[config.mk]
export PLATFORM = sky130hd
export DESIGN_NAME = wbb_line_buffer
export DESIGN_NICKNAME = d
export VERILOG_FILES = /design/src/rtl/wbb_pkg.sv /design/src/rtl/wbb_rst_sync.sv /design/src/rtl/wbb_ctrl.sv /design/src/rtl/wbb_store.sv /design/src/rtl/wbb_line_buffer.sv
export SDC_FILE = /design/constraint.sdc
export NUM_CORES = 1
export LEC_CHECK = 0
export ABC_AREA = 1
export BUFFER_PORTS_ARGS = -buffer_cell sky130_fd_sc_hd__buf_2
export CORE_UTILIZATION = 50
export DETAILED_ROUTE_END_ITERATION = 10
export HOLD_SLACK_MARGIN = 0.08
export PLACE_DENSITY = 0.87
export SETUP_SLACK_MARGIN = 0.1
export SYNTH_ARGS = -nofsm -noshare
export SYNTH_HDL_FRONTEND = slang
export SYNTH_SLANG_ARGS = --single-unit
[constraint.sdc]
create_clock -name clk -period 5.85 [get_ports clk]
set_input_delay 0.8775 -clock clk [delete_from_list [all_inputs] [get_ports clk]]
set_output_delay 0.8775 -clock clk [all_outputs]
set_load 0.005 [all_outputs]
[src/rtl/wbb_pkg.sv]
package wbb_pkg;

  typedef enum logic [1:0] {
    WB_IDLE  = 2'd0,
    WB_HOLD  = 2'd1,
    WB_DRAIN = 2'd2
  } wb_phase_e;

endpackage

[src/rtl/wbb_rst_sync.sv]
module wbb_rst_sync (
  input  logic clk,
  input  logic rst_n,
  output logic rst_sync_n
);

  logic [1:0] sync_q;

  always_ff @(posedge clk or negedge rst_n) begin
    if (!rst_n) begin
      sync_q <= 2'b00;
    end else begin
      sync_q <= {sync_q[0], 1'b1};
    end
  end

  assign rst_sync_n = sync_q[1];

endmodule

[src/rtl/wbb_ctrl.sv]
module wbb_ctrl #(
  parameter int WORDS = 4,
  localparam int IDX_W = $clog2(WORDS)
) (
  input  logic             clk,
  input  logic             rst_n,
  input  logic             cap_req,
  input  logic             cap_dirty,
  input  logic             fill_done,
  input  logic             mem_ack,
  output logic             load_en,
  output logic             busy,
  output logic             mem_req,
  output logic [IDX_W-1:0] word_idx
);
  import wbb_pkg::*;

  localparam logic [IDX_W-1:0] LAST_IDX = IDX_W'(WORDS - 1);

  wb_phase_e        state_q, state_d;
  logic [IDX_W-1:0] idx_q, idx_d;

  // next-state logic
  always_comb begin
    state_d = state_q;
    idx_d   = idx_q;
    load_en = 1'b0;
    case (state_q)
      WB_IDLE: begin
        if (cap_req && cap_dirty) begin
          load_en = 1'b1;
          state_d = WB_HOLD;
        end
      end
      WB_HOLD: begin
        if (fill_done) begin
          state_d = WB_DRAIN;
          idx_d   = '0;
        end
      end
      WB_DRAIN: begin
        if (mem_ack) begin
          if (idx_q == LAST_IDX) begin
            state_d = WB_IDLE;
            idx_d   = '0;
          end else begin
            idx_d = idx_q + IDX_W'(1);
          end
        end
      end
      default: begin
        state_d = WB_IDLE;
        idx_d   = '0;
      end
    endcase
  end

  // state registers
  always_ff @(posedge clk or negedge rst_n) begin
    if (!rst_n) begin
      state_q <= WB_IDLE;
      idx_q   <= '0;
    end else begin
      state_q <= state_d;
      idx_q   <= idx_d;
    end
  end

  assign busy     = (state_q != WB_IDLE);
  assign mem_req  = (state_q == WB_DRAIN);
  assign word_idx = idx_q;

  // a modified victim offered to an empty buffer is taken
  a_r2_dirty_taken: assert property (@(posedge clk) disable iff (!rst_n)
    (!busy && cap_req && cap_dirty) |=> busy);

  // an unmodified victim is not taken
  a_r3_clean_bypass: assert property (@(posedge clk) disable iff (!rst_n)
    (!busy && cap_req && !cap_dirty) |=> !busy);

  // the drain only begins after the refill finished
  a_r4_drain_after_fill: assert property (@(posedge clk) disable iff (!rst_n)
    $rose(mem_req) |-> $past(fill_done));

  // one word step per acknowledge
  a_r6_idx_step: assert property (@(posedge clk) disable iff (!rst_n)
    (mem_req && mem_ack && idx_q != LAST_IDX) |=> (word_idx == $past(idx_q) + IDX_W'(1)));

  // busy only drops after an acknowledged word
  a_r7_busy_until_last: assert property (@(posedge clk) disable iff (!rst_n)
    $fell(busy) |-> $past(mem_ack && mem_req));

endmodule

[src/rtl/wbb_store.sv]
module wbb_store #(
  parameter int ADDR_W = 32,
  parameter int WORD_W = 32,
  parameter int WORDS  = 4,
  localparam int IDX_W    = $clog2(WORDS),
  localparam int BYTE_W   = $clog2(WORD_W / 8),
  localparam int LINE_OFF = IDX_W + BYTE_W,
  localparam int LINE_W   = WORD_W * WORDS
) (
  input  logic              clk,
  input  logic              rst_n,
  input  logic              load_en,
  input  logic [ADDR_W-1:0] cap_addr,
  input  logic [LINE_W-1:0] cap_line,
  input  logic [IDX_W-1:0]  word_idx,
  output logic [ADDR_W-1:0] mem_addr,
  output logic [WORD_W-1:0] mem_wdata
);

  logic [ADDR_W-LINE_OFF-1:0] base_q, base_d;
  logic [LINE_W-1:0]          line_q, line_d;
  logic [WORD_W-1:0]          words [WORDS];
  logic                       unused_low_addr;

  assign unused_low_addr = ^cap_addr[LINE_OFF-1:0];

  // load path with explicit enable
  always_comb begin
    base_d = base_q;
    line_d = line_q;
    if (load_en) begin
      base_d = cap_addr[ADDR_W-1:LINE_OFF];
      line_d = cap_line;
    end
  end

  always_ff @(posedge clk or negedge rst_n) begin
    if (!rst_n) begin
      base_q <= '0;
      line_q <= '0;
    end else begin
      base_q <= base_d;
      line_q <= line_d;
    end
  end

  // split the held line into words, lowest word at the lowest address
  for (genvar k = 0; k < WORDS; k++) begin : g_word
    assign words[k] = line_q[k*WORD_W +: WORD_W];
  end

  assign mem_wdata = words[word_idx];
  assign mem_addr  = {base_q, word_idx, {BYTE_W{1'b0}}};

endmodule

[src/rtl/wbb_line_buffer.sv]
module wbb_line_buffer #(
  parameter int ADDR_W = 32,
  parameter int WORD_W = 32,
  parameter int WORDS  = 4,
  localparam int IDX_W    = $clog2(WORDS),
  localparam int LINE_OFF = IDX_W + $clog2(WORD_W / 8),
  localparam int LINE_W   = WORD_W * WORDS
) (
  input  logic              clk,
  input  logic              rst_n,
  input  logic              cap_req,
  input  logic              cap_dirty,
  input  logic [ADDR_W-1:0] cap_addr,
  input  logic [LINE_W-1:0] cap_line,
  output logic              cap_stall,
  input  logic              fill_done,
  output logic              busy,
  output logic              mem_req,
  output logic [ADDR_W-1:0] mem_addr,
  output logic [WORD_W-1:0] mem_wdata,
  input  logic              mem_ack
);

  logic             rst_int_n;
  logic             load_en;
  logic [IDX_W-1:0] word_idx;

  wbb_rst_sync u_rst (
    .clk        (clk),
    .rst_n      (rst_n),
    .rst_sync_n (rst_int_n)
  );

  wbb_ctrl #(.WORDS(WORDS)) u_ctrl (
    .clk       (clk),
    .rst_n     (rst_int_n),
    .cap_req   (cap_req),
    .cap_dirty (cap_dirty),
    .fill_done (fill_done),
    .mem_ack   (mem_ack),
    .load_en   (load_en),
    .busy      (busy),
    .mem_req   (mem_req),
    .word_idx  (word_idx)
  );

  wbb_store #(.ADDR_W(ADDR_W), .WORD_W(WORD_W), .WORDS(WORDS)) u_store (
    .clk       (clk),
    .rst_n     (rst_int_n),
    .load_en   (load_en),
    .cap_addr  (cap_addr),
    .cap_line  (cap_line),
    .word_idx  (word_idx),
    .mem_addr  (mem_addr),
    .mem_wdata (mem_wdata)
  );

  assign cap_stall = cap_req & busy;

  // an unacknowledged word is held
  a_r6_hold_word: assert property (@(posedge clk) disable iff (!rst_int_n)
    (mem_req && !mem_ack) |=> (mem_req && $stable(mem_addr) && $stable(mem_wdata)));

  // a refused offer leaves the held line address alone
  a_r8_stall_keeps_line: assert property (@(posedge clk) disable iff (!rst_int_n)
    cap_stall |=> $stable(mem_addr[ADDR_W-1:LINE_OFF]));

  // nothing is requested while held in reset
  always_comb begin
    if (!rst_int_n) begin
      a_r1_reset_quiet: assert (!mem_req && !busy);
    end
  end

endmodule

==> summary.md <==
| Metric | Value |
|---|---|
| Core Area | 15150 um^2 |
| Reg power frac | 0.397 |
| Synth top area share | 0.5253 |
| DR vias/cell | 4.830 |
| Vias in the first global route | 5908 |
| #FFs+latches synth | roughly 160 |
| Final Max Slew Viols | 0 |
| Site Rows | 45 |
| Fin nets | ~1200 |
| DIE WIDTH | roughly 130 um |
| DP Cell Count | ~1200 |
| Worst slew margin | 0.2264 |
| Die Ht | 126.2 um |
| Setup tns final | 0 ns |
| Final non-filler cell total | 1286 |
| Vias | a little over 6000 |
| Antenna viol nets, final | 0 |
| Clk_lat worst skew | 0.41 ns |
| Postcts setup bufs | 0 |
| Crit path DAT | 2.65 ns |
| Int Pwr | 3.149 mW |
| Drt drc | 0 |
| Synthesis-to-layout area growth | 21.53% |
| NetSw | about 1.7 mW |
| Average wire per standard cell | roughly 13 um |
| Achievable Freq | between 200 and 300 MHz |
| Clock skew | 0.007629 ns |
| H-tree levels | 4 |
| Post-synthesis sequential area ratio | 0.5253 |
| Cts repair resizes | 0 |
| Status | complete, no violations |
| Clk pwr share | 0.253 |
| Cell Pwr Density | 515.7 nW/um^2 |
| Starting Density | 0.5095 |
| Commonest non-fill, non-tap cell in the layout | buf_2 |
| Crit path capture type | primary output |
| Global-route wire length before repair | roughly 28000 um |
| Cell area after synthesis | slightly below 8000 um^2 |
| Hold Crit Class | flop to async pin |
| Measured slew at the worst slew-check pin | around 1.2 ns |
| Grt total ovfl | 0 |
| Average size of a mapped cell | ~8.8 um^2 |
| Synth unique cells | 20 |
| I/O pin count | between 200 and 250 |
| RSZ-0062 raised after global routing | no |
| CP cell instances | buf_4 -> inv_2 -> o21ai_0 -> o22ai_1 -> buf_2 |
| Top cells by area, synth | dfrtp_1 (53%), o21ai_2 (9.8%), nand2_1 (8.2%) |
| Final setup fails | 0 |
| Yosys Warn Count | 0 |
| CP max stage delay | 0.90 ns |
| Largest net degree at the start of global routing | around 170 |
| Fin crit share | 0.6029 |
| 1st-iter DRT viols | roughly 410 |
| Clock slew at reported path FFs | approximately 0.06 ns |
| Hold Buf Count CTS | 0 |
| GPL Wtd Cong | 0.7957 |
| Critical Path Fanout Max | 68 |
| Crit path kind | flop to primary output |
| Sw frac | 0.3489 |
| CTS Sinks | 162 |
| Antenna violations before repair | 5 |
| CTS buffer count | 17 |
| Dominant cell type by area after synthesis | dfrtp_1 |
| Die ar. | about 16000 um^2 |
| Share of cells above drive strength 1 | 0.3254 |
| WL final | 17050 um |
| Crit path time final | 3.527 ns |
| Root buf cell | clkbuf_16 |
| Max-Cap Viols | 0 |
| Buffers on Ports | roughly 230 |
| Slowest cell on crit path | inv_2 |
| Data required time of the worst path | 4.97 ns |
| Comb pwr share | 0.350 |
| Final Hold Violating Endpoints | 0 |
| CTS tree | built |
| CP Launch Type | flop |
| Overall global routing resource usage | 0.2248 |
| Most frequent cells in the layout | buf_2 (226), nand2_1 (168), inv_1 (163), dfrtp_1 (160), o21ai_0 (99) |
| Max rail drop VDD | around 0.00022 V |
| Mapped Cells | about 880 |
| Cell leakage power | between 5 and 6 nW |
| Clk buf depth | 2 |
| First-pass iteration count of the detailed router | 5 |
| Detailed-placement wirelength estimate | ~11000 um |
## Yosys cell counts
cell and count:
inv_1 163, buf_6 30, buf_1 1, o21ai_0 99
o21ai_2 86, conb_1 2, o22ai_1 32, o21ai_1 38
buf_2 7, nand3_4 1, nand2_1 168, dfrtp_1 162
clkbuf_1 15, nand3_1 3, nor2_4 1, nand3b_1 1
buf_4 3, ha_1 1, nor2_1 67, inv_2 1
## power by group through the flow
stage	registers, mW	logic, mW	clock network [mW]
3_5_place_dp	1.93	1.70	0
4_1_cts	1.92	1.71	1.25
2_1_floorplan	1.90	1.18	0
5_1_grt	1.98	1.92	1.30
3_3_place_gp	1.90	1.65	0
6_report	1.92	1.69	1.22
## sequential cells by signal, indices dropped and copies added (netlist names)
signal,flops
u_rst.sync_q,2
u_ctrl.state_q,2
u_store.line_q,128
u_store.base_q,28
u_ctrl.word_idx,2
## critical path: cells and delay by family, from the launching register on
family | cells | cell delay, ns
AOI/OAI and AO/OA | 2 | 0.41
buffers and inverters | 3 | 1.39
DFF | 1 | 0.39
## worst paths after layout
| check | startpoint | endpoint | slack (ns) | depth (start not counted) |
|---|---|---|---|---|
| setup / recovery | u_ctrl.word_idx[0] | mem_wdata[12] | 2.32 | 5 |
| hold / removal | u_rst.sync_q[1] | u_store.line_q[48] | 0.22 | 0 |
| setup reg to reg | u_ctrl.word_idx[0] | u_ctrl.word_idx[0] | 3.78 | 4 |
| hold reg to reg | u_rst.sync_q[1] | u_store.line_q[48] | 0.22 | 0 |
| max in group asynchronous | u_rst.sync_q[1] | u_ctrl.word_idx[0] | 4.33 | 1 |
| min in group clk | u_rst.sync_q[0] | u_rst.sync_q[1] | 0.35 | 0 |
## layout make-up
cell class | count | area, um^2
clock inverters | 12 | 202.7
flip-flops and latches | 162 | 4059
multi-input cells | 500 | 2596
well taps | 188 | 235.2
inverters | 164 | 615.6
diodes | 7 | 17.52
repair buffers | 233 | 1196
fillers | 1260 | 5767
clock buffers | 20 | 456.7
## metrics by stage
stage / hold slack, ns / power (mW) / area, um^2 / setup WS, ns / utilization
finish: 0.2193 / 4.837 / 9379 / 2.323 / 0.6192
global route: 0.2094 / 5.210 / 9366 / 2.114 / 0.6184
CTS: 0.2115 / 4.873 / 9361 / 2.312 / 0.6181
detailed placement: 0.2239 / 3.631 / 8702 / 2.765 / 0.5746
global placement: 0.2226 / 3.557 / 8702 / 2.801 / 0.5746
floorplan: 0.3312 / 3.072 / 7721 / 1.002 / -
## layer usage
layer  share of wire  GRT usage  vias to the layer above
li1                -          -                     3149
met1            0.44     0.2779                     2799
met2            0.47     0.3617                      230
met3           0.064    0.06542                       34
met4           0.025     0.1099                        0
met5               0          0                        -
## logic make-up (layout without fill, tap and decap cells)
kind of cell | Yosys count | count (layout) | share of synthesized area
AOI/OAI and AO/OA | 255 | 255 | 0.2124
adders and majority gates | 1 | 1 | 0.001621
buffers and inverters | 220 | 429 | 0.1388
DFF | 162 | 162 | 0.5253
other | 2 | 10 | 0.0009731
and+or+nand+nor | 241 | 241 | 0.1209
Note: power is estimated with default switching activity, not from simulation.
